## config.mk

```make
export PLATFORM = sky130hd
export DESIGN_NAME = hb_gate_ctrl
export DESIGN_NICKNAME = d
export VERILOG_FILES = /design/src/rtl/hb_gate_pkg.sv /design/src/rtl/hb_edge_arm.sv /design/src/rtl/hb_nvs_guard.sv /design/src/rtl/hb_out_stage.sv /design/src/rtl/hb_gate_ctrl.sv
export SDC_FILE = /design/constraint.sdc
export NUM_CORES = 1
export LEC_CHECK = 0
export ABC_AREA = 1
export CAP_MARGIN = 25
export CORE_MARGIN = 2
export CORE_UTILIZATION = 40
export DETAILED_ROUTE_END_ITERATION = 16
export DONT_BUFFER_PORTS = 1
export HOLD_SLACK_MARGIN = 0.05
export PLACE_DENSITY = 0.6
export SLEW_MARGIN = 10
export SYNTH_ARGS = -nofsm -noshare
export SYNTH_HDL_FRONTEND = slang
export SYNTH_SLANG_ARGS = --single-unit
```

## constraint.sdc

```tcl
create_clock -name clk_i -period 1.5 [get_ports clk_i]
set_clock_uncertainty 0.05 [all_clocks]
set_input_delay 0.15 -clock clk_i [delete_from_list [all_inputs] [get_ports clk_i]]
set_output_delay 0.15 -clock clk_i [all_outputs]
set_load 0.02 [all_outputs]
```

## src/rtl/hb_gate_pkg.sv

```systemverilog
package hb_gate_pkg;

  // Convert a duration in ns to whole clock cycles, rounding up.
  function automatic int unsigned ns_to_cycles(input int unsigned freq_hz,
                                               input int unsigned dur_ns);
    longint unsigned prod;
    prod = longint'(freq_hz) * longint'(dur_ns) + 64'd999_999_999;
    return int'(prod / 64'd1_000_000_000);
  endfunction

  // High-side permission for the next output cycle.
  function automatic logic ho_permit(input logic hin, input logic armed,
                                     input logic rise, input logic vcc_uv,
                                     input logic vbs_uv, input logic nvs_block);
    return hin & (armed | rise) & ~vcc_uv & ~vbs_uv & ~nvs_block;
  endfunction

  // Low-side permission for the next output cycle.
  function automatic logic lo_permit(input logic lin, input logic vcc_uv);
    return lin & ~vcc_uv;
  endfunction

endpackage

```

## src/rtl/hb_edge_arm.sv

```systemverilog
module hb_edge_arm (
  input  logic clk_i,
  input  logic rst_i,
  input  logic hin_i,
  input  logic vbs_uv_i,
  output logic hin_rise_o,
  output logic armed_o
);
  logic hin_prev;
  logic armed_q;

  assign hin_rise_o = hin_i & ~hin_prev;
  assign armed_o    = armed_q;

  // Previous value resets high so a command held high through reset is no edge.
  always_ff @(posedge clk_i) begin
    if (rst_i) begin
      hin_prev <= 1'b1;
      armed_q  <= 1'b0;
    end else begin
      hin_prev <= hin_i;
      if (vbs_uv_i)
        armed_q <= 1'b0;
      else if (hin_rise_o)
        armed_q <= 1'b1;
    end
  end
endmodule

```

## src/rtl/hb_nvs_guard.sv

```systemverilog
module hb_nvs_guard #(
  parameter int unsigned QUAL_CYC = 10,
  parameter int unsigned HOLD_CYC = 900
) (
  input  logic clk_i,
  input  logic rst_i,
  input  logic nvs_i,
  output logic fire_o,
  output logic block_o
);
  localparam int unsigned QSAT = QUAL_CYC + 1;
  localparam int unsigned QW   = $clog2(QSAT + 1);
  localparam int unsigned HW   = $clog2(HOLD_CYC + 1);
  localparam logic [QW-1:0] QUAL_HIT  = QW'(QUAL_CYC);
  localparam logic [QW-1:0] QUAL_TOP  = QW'(QSAT);
  localparam logic [HW-1:0] HOLD_LOAD = HW'(HOLD_CYC - 1);

  logic [QW-1:0] run_cnt;
  logic [HW-1:0] hold_cnt;
  logic          hold_live;

  // Fires on the sample after QUAL_CYC earlier consecutive high samples.
  assign fire_o    = nvs_i && (run_cnt == QUAL_HIT);
  assign hold_live = (hold_cnt != '0);
  assign block_o   = fire_o | hold_live;

  always_ff @(posedge clk_i) begin
    if (rst_i) begin
      run_cnt <= '0;
    end else if (!nvs_i) begin
      run_cnt <= '0;
    end else if (run_cnt != QUAL_TOP) begin
      run_cnt <= run_cnt + 1'b1;
    end
  end

  generate
    if (HOLD_CYC > 1) begin : g_hold_counter
      always_ff @(posedge clk_i) begin
        if (rst_i)
          hold_cnt <= '0;
        else if (fire_o)
          hold_cnt <= HOLD_LOAD;
        else if (hold_live)
          hold_cnt <= hold_cnt - 1'b1;
      end
    end else begin : g_hold_single
      always_ff @(posedge clk_i) begin
        hold_cnt <= '0;
      end
    end
  endgenerate
endmodule

```

## src/rtl/hb_out_stage.sv

```systemverilog
module hb_out_stage
  import hb_gate_pkg::*;
(
  input  logic clk_i,
  input  logic rst_i,
  input  logic hin_i,
  input  logic lin_i,
  input  logic vcc_uv_i,
  input  logic vbs_uv_i,
  input  logic armed_i,
  input  logic rise_i,
  input  logic block_i,
  output logic ho_en_o,
  output logic lo_en_o
);
  logic ho_next;
  logic lo_next;

  always_comb begin
    ho_next = ho_permit(hin_i, armed_i, rise_i, vcc_uv_i, vbs_uv_i, block_i);
    lo_next = lo_permit(lin_i, vcc_uv_i);
  end

  always_ff @(posedge clk_i) begin
    if (rst_i) begin
      ho_en_o <= 1'b0;
      lo_en_o <= 1'b0;
    end else begin
      ho_en_o <= ho_next;
      lo_en_o <= lo_next;
    end
  end
endmodule

```

## src/rtl/hb_gate_ctrl.sv

```systemverilog
module hb_gate_ctrl
  import hb_gate_pkg::*;
#(
  parameter int unsigned CLK_FREQ_HZ = 200_000_000,
  parameter int unsigned QUAL_NS     = 50,
  parameter int unsigned HOLD_NS     = 4500
) (
  input  logic clk_i,
  input  logic rst_i,
  input  logic hin_i,
  input  logic lin_i,
  input  logic vcc_uv_i,
  input  logic vbs_uv_i,
  input  logic nvs_i,
  output logic ho_en_o,
  output logic lo_en_o
);
  localparam int unsigned QUAL_CYC = ns_to_cycles(CLK_FREQ_HZ, QUAL_NS);
  localparam int unsigned HOLD_CYC = ns_to_cycles(CLK_FREQ_HZ, HOLD_NS);

  // Named internal events, visible to the bound checker.
  logic hin_rise;
  logic ho_armed;
  logic nvs_fire;
  logic nvs_block;

  hb_edge_arm u_arm (
    .clk_i      (clk_i),
    .rst_i      (rst_i),
    .hin_i      (hin_i),
    .vbs_uv_i   (vbs_uv_i),
    .hin_rise_o (hin_rise),
    .armed_o    (ho_armed)
  );

  hb_nvs_guard #(
    .QUAL_CYC (QUAL_CYC),
    .HOLD_CYC (HOLD_CYC)
  ) u_nvs (
    .clk_i   (clk_i),
    .rst_i   (rst_i),
    .nvs_i   (nvs_i),
    .fire_o  (nvs_fire),
    .block_o (nvs_block)
  );

  hb_out_stage u_out (
    .clk_i    (clk_i),
    .rst_i    (rst_i),
    .hin_i    (hin_i),
    .lin_i    (lin_i),
    .vcc_uv_i (vcc_uv_i),
    .vbs_uv_i (vbs_uv_i),
    .armed_i  (ho_armed),
    .rise_i   (hin_rise),
    .block_i  (nvs_block),
    .ho_en_o  (ho_en_o),
    .lo_en_o  (lo_en_o)
  );
endmodule

```

==> key figures <==
Run status
  • Status: finished clean

Detailed routing
  • DR WL/cell: 10.2 µm
  • Avg Vias per Cell: 4.75
  • Residual DRC: 0
  • First-pass DRT Iterations: 4
  • Iteration-0 DRC Markers: 12
  • Vias: between 700 and 800
  • DRT Wirelength: 1.62 mm
  • DRT antenna net count: 0

Floorplanning
  • Row Count: 17
  • Die ar.: 2600 µm²
  • Die span in y: roughly 51 µm
  • Die W: 51.0 µm
  • Core box area: 2150 µm²
  • # IOs: 9
  • Initial Util: 0.411

Clocking
  • Clock sinks: 18
  • CTS tree: yes
  • Worst skew pair latency: 0.29 ns
  • Clk buf depth: 2
  • Buffers inserted during post-CTS setup optimization: 0
  • Clock transition at path regs: 0.10 ns
  • Htree depth: 1
  • CTS Buf Count: 3
  • Root Driver: clkbuf_4

Synthesis
  • Post-synthesis average cell area: 7.23 µm²
  • Synth Register Bits: 18
  • Sequential cell area fraction in the yosys report: 0.409
  • Cells after Synth: 122
  • Yosys warns: 0
  • Netlist Area Pre-Place: between 800 and 900 µm²
  • Count of different cell masters after synthesis: 19
  • Syn_nets: approximately 130

Placement
  • DP Cell Count: 150
  • Placer Congestion: 0.846
  • Hpwl dp: 1.16 mm
  • Placement Setup Slack: 0.0297 ns
  • Port Buffer Count: 0

Timing
  • Setup TNS: 0 ns
  • Hold WS: ~0.45 ns
  • Endpoints failing setup: 0
  • Hold Fails Final Rpt: 0
  • Slew @ Worst Pin: 0.329 ns
  • Max-slew violations: 0
  • RSZ-0062 raised after global routing: no
  • Crit share post-route: 0.952
  • Maximum clock rate: 701 MHz
  • Final worst slack: 0.0725 ns
  • Slew HR: 0.780
  • Period minus WS final: 1.43 ns

Cells and area
  • Most frequent cells in the layout: nor2_1, nand2_1, dfxtp_1
  • Fillers: 226
  • ANT cells: 0
  • Share of cells above drive strength 1: 0.152
  • Most common cell after layout, fill and taps aside: nor2_1
  • Area delta synth->final: 16.3%
  • Non-Filler Instances: 160
  • Nets: around 140
  • Fin util: 0.478

Worst hold path
  • Worst Hold Depth: 2
  • Min-delay worst type: reg -> reg
  • Worst Hold End: u_nvs.run_cnt[3]
  • Hold wc startpoint: u_nvs.run_cnt[3]

Job
  • Max cap viols: 0

Setup path
  • Delay-heaviest family, CP: buffers and inverters
  • Worst-path fanout max: 6
  • CP Data Arrival Time: about 1.6 ns
  • WP data required: 1.64 ns
  • Worst path most repeated cell: dlygate4sd3_1
  • R2R Setup Slk: 0.12 ns
  • Critical path class: in -> reg
  • CP Capture Type: register
  • Critical register-to-register path startpoint: u_nvs.hold_cnt[0]
  • Worst path bufs/invs: 3
  • Critical path's slowest cell: dlygate4sd3_1
  • Critical-path cell list: dlygate4sd3_1 > inv_2 > nand2_1 > nor2_1 > dlygate4sd3_1
  • Reg2reg end: u_nvs.hold_cnt[0]
  • R2R depth: 9
  • Startpoint Class: input pin
  • Slowest stage delay, CP: 0.66 ns

Power
  • Peak supply drop: 0.853 mV
  • Static leakage: 0.000465 µW
  • Pwr Density: approximately 2000 nW/µm²

GRT
  • First-pass GRT wire length: 2.89 mm
  • Initial antenna violation count: 0
  • Vias in the first global route: roughly 740
  • Largest net degree at the start of global routing: 11
  • Gr usage total: 0.148
  • Grt ovf: 0
-- worst min-delay path: cells and delay by family (launching register included) --
kind,cells,cell delay (ns)
AOI/OAI and AO/OA,1,0.07
buffers and inverters,1,0.09
DFF,1,0.31
-- synthesized netlist by cell type (all sizes together) --
library cell	number	area share
nor3	2	0.017
inv	19	0.081
o21ai	4	0.023
xor2	3	0.030
nor2	27	0.14
o21a	1	0.0085
xnor2	1	0.0099
nand3	15	0.10
ha	3	0.043
dfxtp	18	0.41
a21oi	6	0.034
or2	1	0.0071
nand2	22	0.099
-- flip-flops by register name, summed over array words and instances (netlist names) --
| register | cells |
|---|---|
| u_out.ho_en_o | 1 |
| u_arm.hin_prev | 1 |
| u_out.lo_en_o | 1 |
| u_nvs.run_cnt | 4 |
| u_nvs.hold_cnt | 10 |
| u_arm.armed_o | 1 |
-- worst max-delay path by stage --
stage / from / end / slack [ns] / cells after the start
after global placement: u_nvs.hold_cnt[0] / u_nvs.hold_cnt[0] / 0.10 / 9
after floorplan: u_nvs.hold_cnt[0] / u_nvs.hold_cnt[0] / 0.18 / 9
after CTS: u_nvs.hold_cnt[0] / u_nvs.hold_cnt[0] / 0.007 / 9
after detailed placement: u_nvs.hold_cnt[0] / u_nvs.hold_cnt[0] / 0.03 / 9
final: rst_i / u_out.lo_en_o / 0.07 / 5
after global routing: rst_i / u_out.lo_en_o / 0.01 / 5
-- cell type report --
class / count / area, µm² / area share
multi-input combinational: 85 / 463 / 0.451
sequential: 18 / 360 / 0.351
inverter: 19 / 71.3 / 0.0695
timing repair buffer: 6 / 60.1 / 0.0585
clock buffer: 4 / 36.3 / 0.0354
tap: 28 / 35.0 / 0.0341
-- metal layers --
layer	part of all wire	vias to the layer above	track usage
li1	-	401	-
met1	0.47	341	0.180
met2	0.48	14	0.240
met3	0.034	4	0.0234
met4	0.015	0	0.0946
met5	0	-	0
-- what timing repair did --
item                                   in CTS  in global routing
setup endpoints to repair                   0                 10
resized for setup                           0                  4
hold buffers                                6                  0
endpoints found under the hold margin      12                  0
-- stage by stage --
| stage | cell area, µm² | power [µW] |
|---|---|---|
| floorplan | 882 | 1510 |
| CTS | 1010 | 2000 |
| finish | 1030 | 2020 |
| global placement | 917 | 1660 |
| detailed placement | 917 | 1670 |
| global route | 1030 | 2230 |
-- logic make-up (layout without fill, tap and decap cells) --
kind of cell             after synthesis  after routing  share of synthesized area
AO/OA/AOI/OAI                         11             11                     0.0652
XOR/XNOR                               4              4                     0.0397
flip-flops                            18             18                      0.409
adder cells (fa/ha/maj)                3              3                     0.0426
buffers and inverters                 19             29                     0.0809
AND/OR/NAND/NOR                       67             67                      0.363
-- power by group --
part / leakage [µW] / internal [µW] / switching (µW)
registers: 0.000148 / 598 / 107
logic: 0.000296 / 388 / 630
clock network: 0.0000210 / 148 / 148
Power figures use the tool's default switching activity.
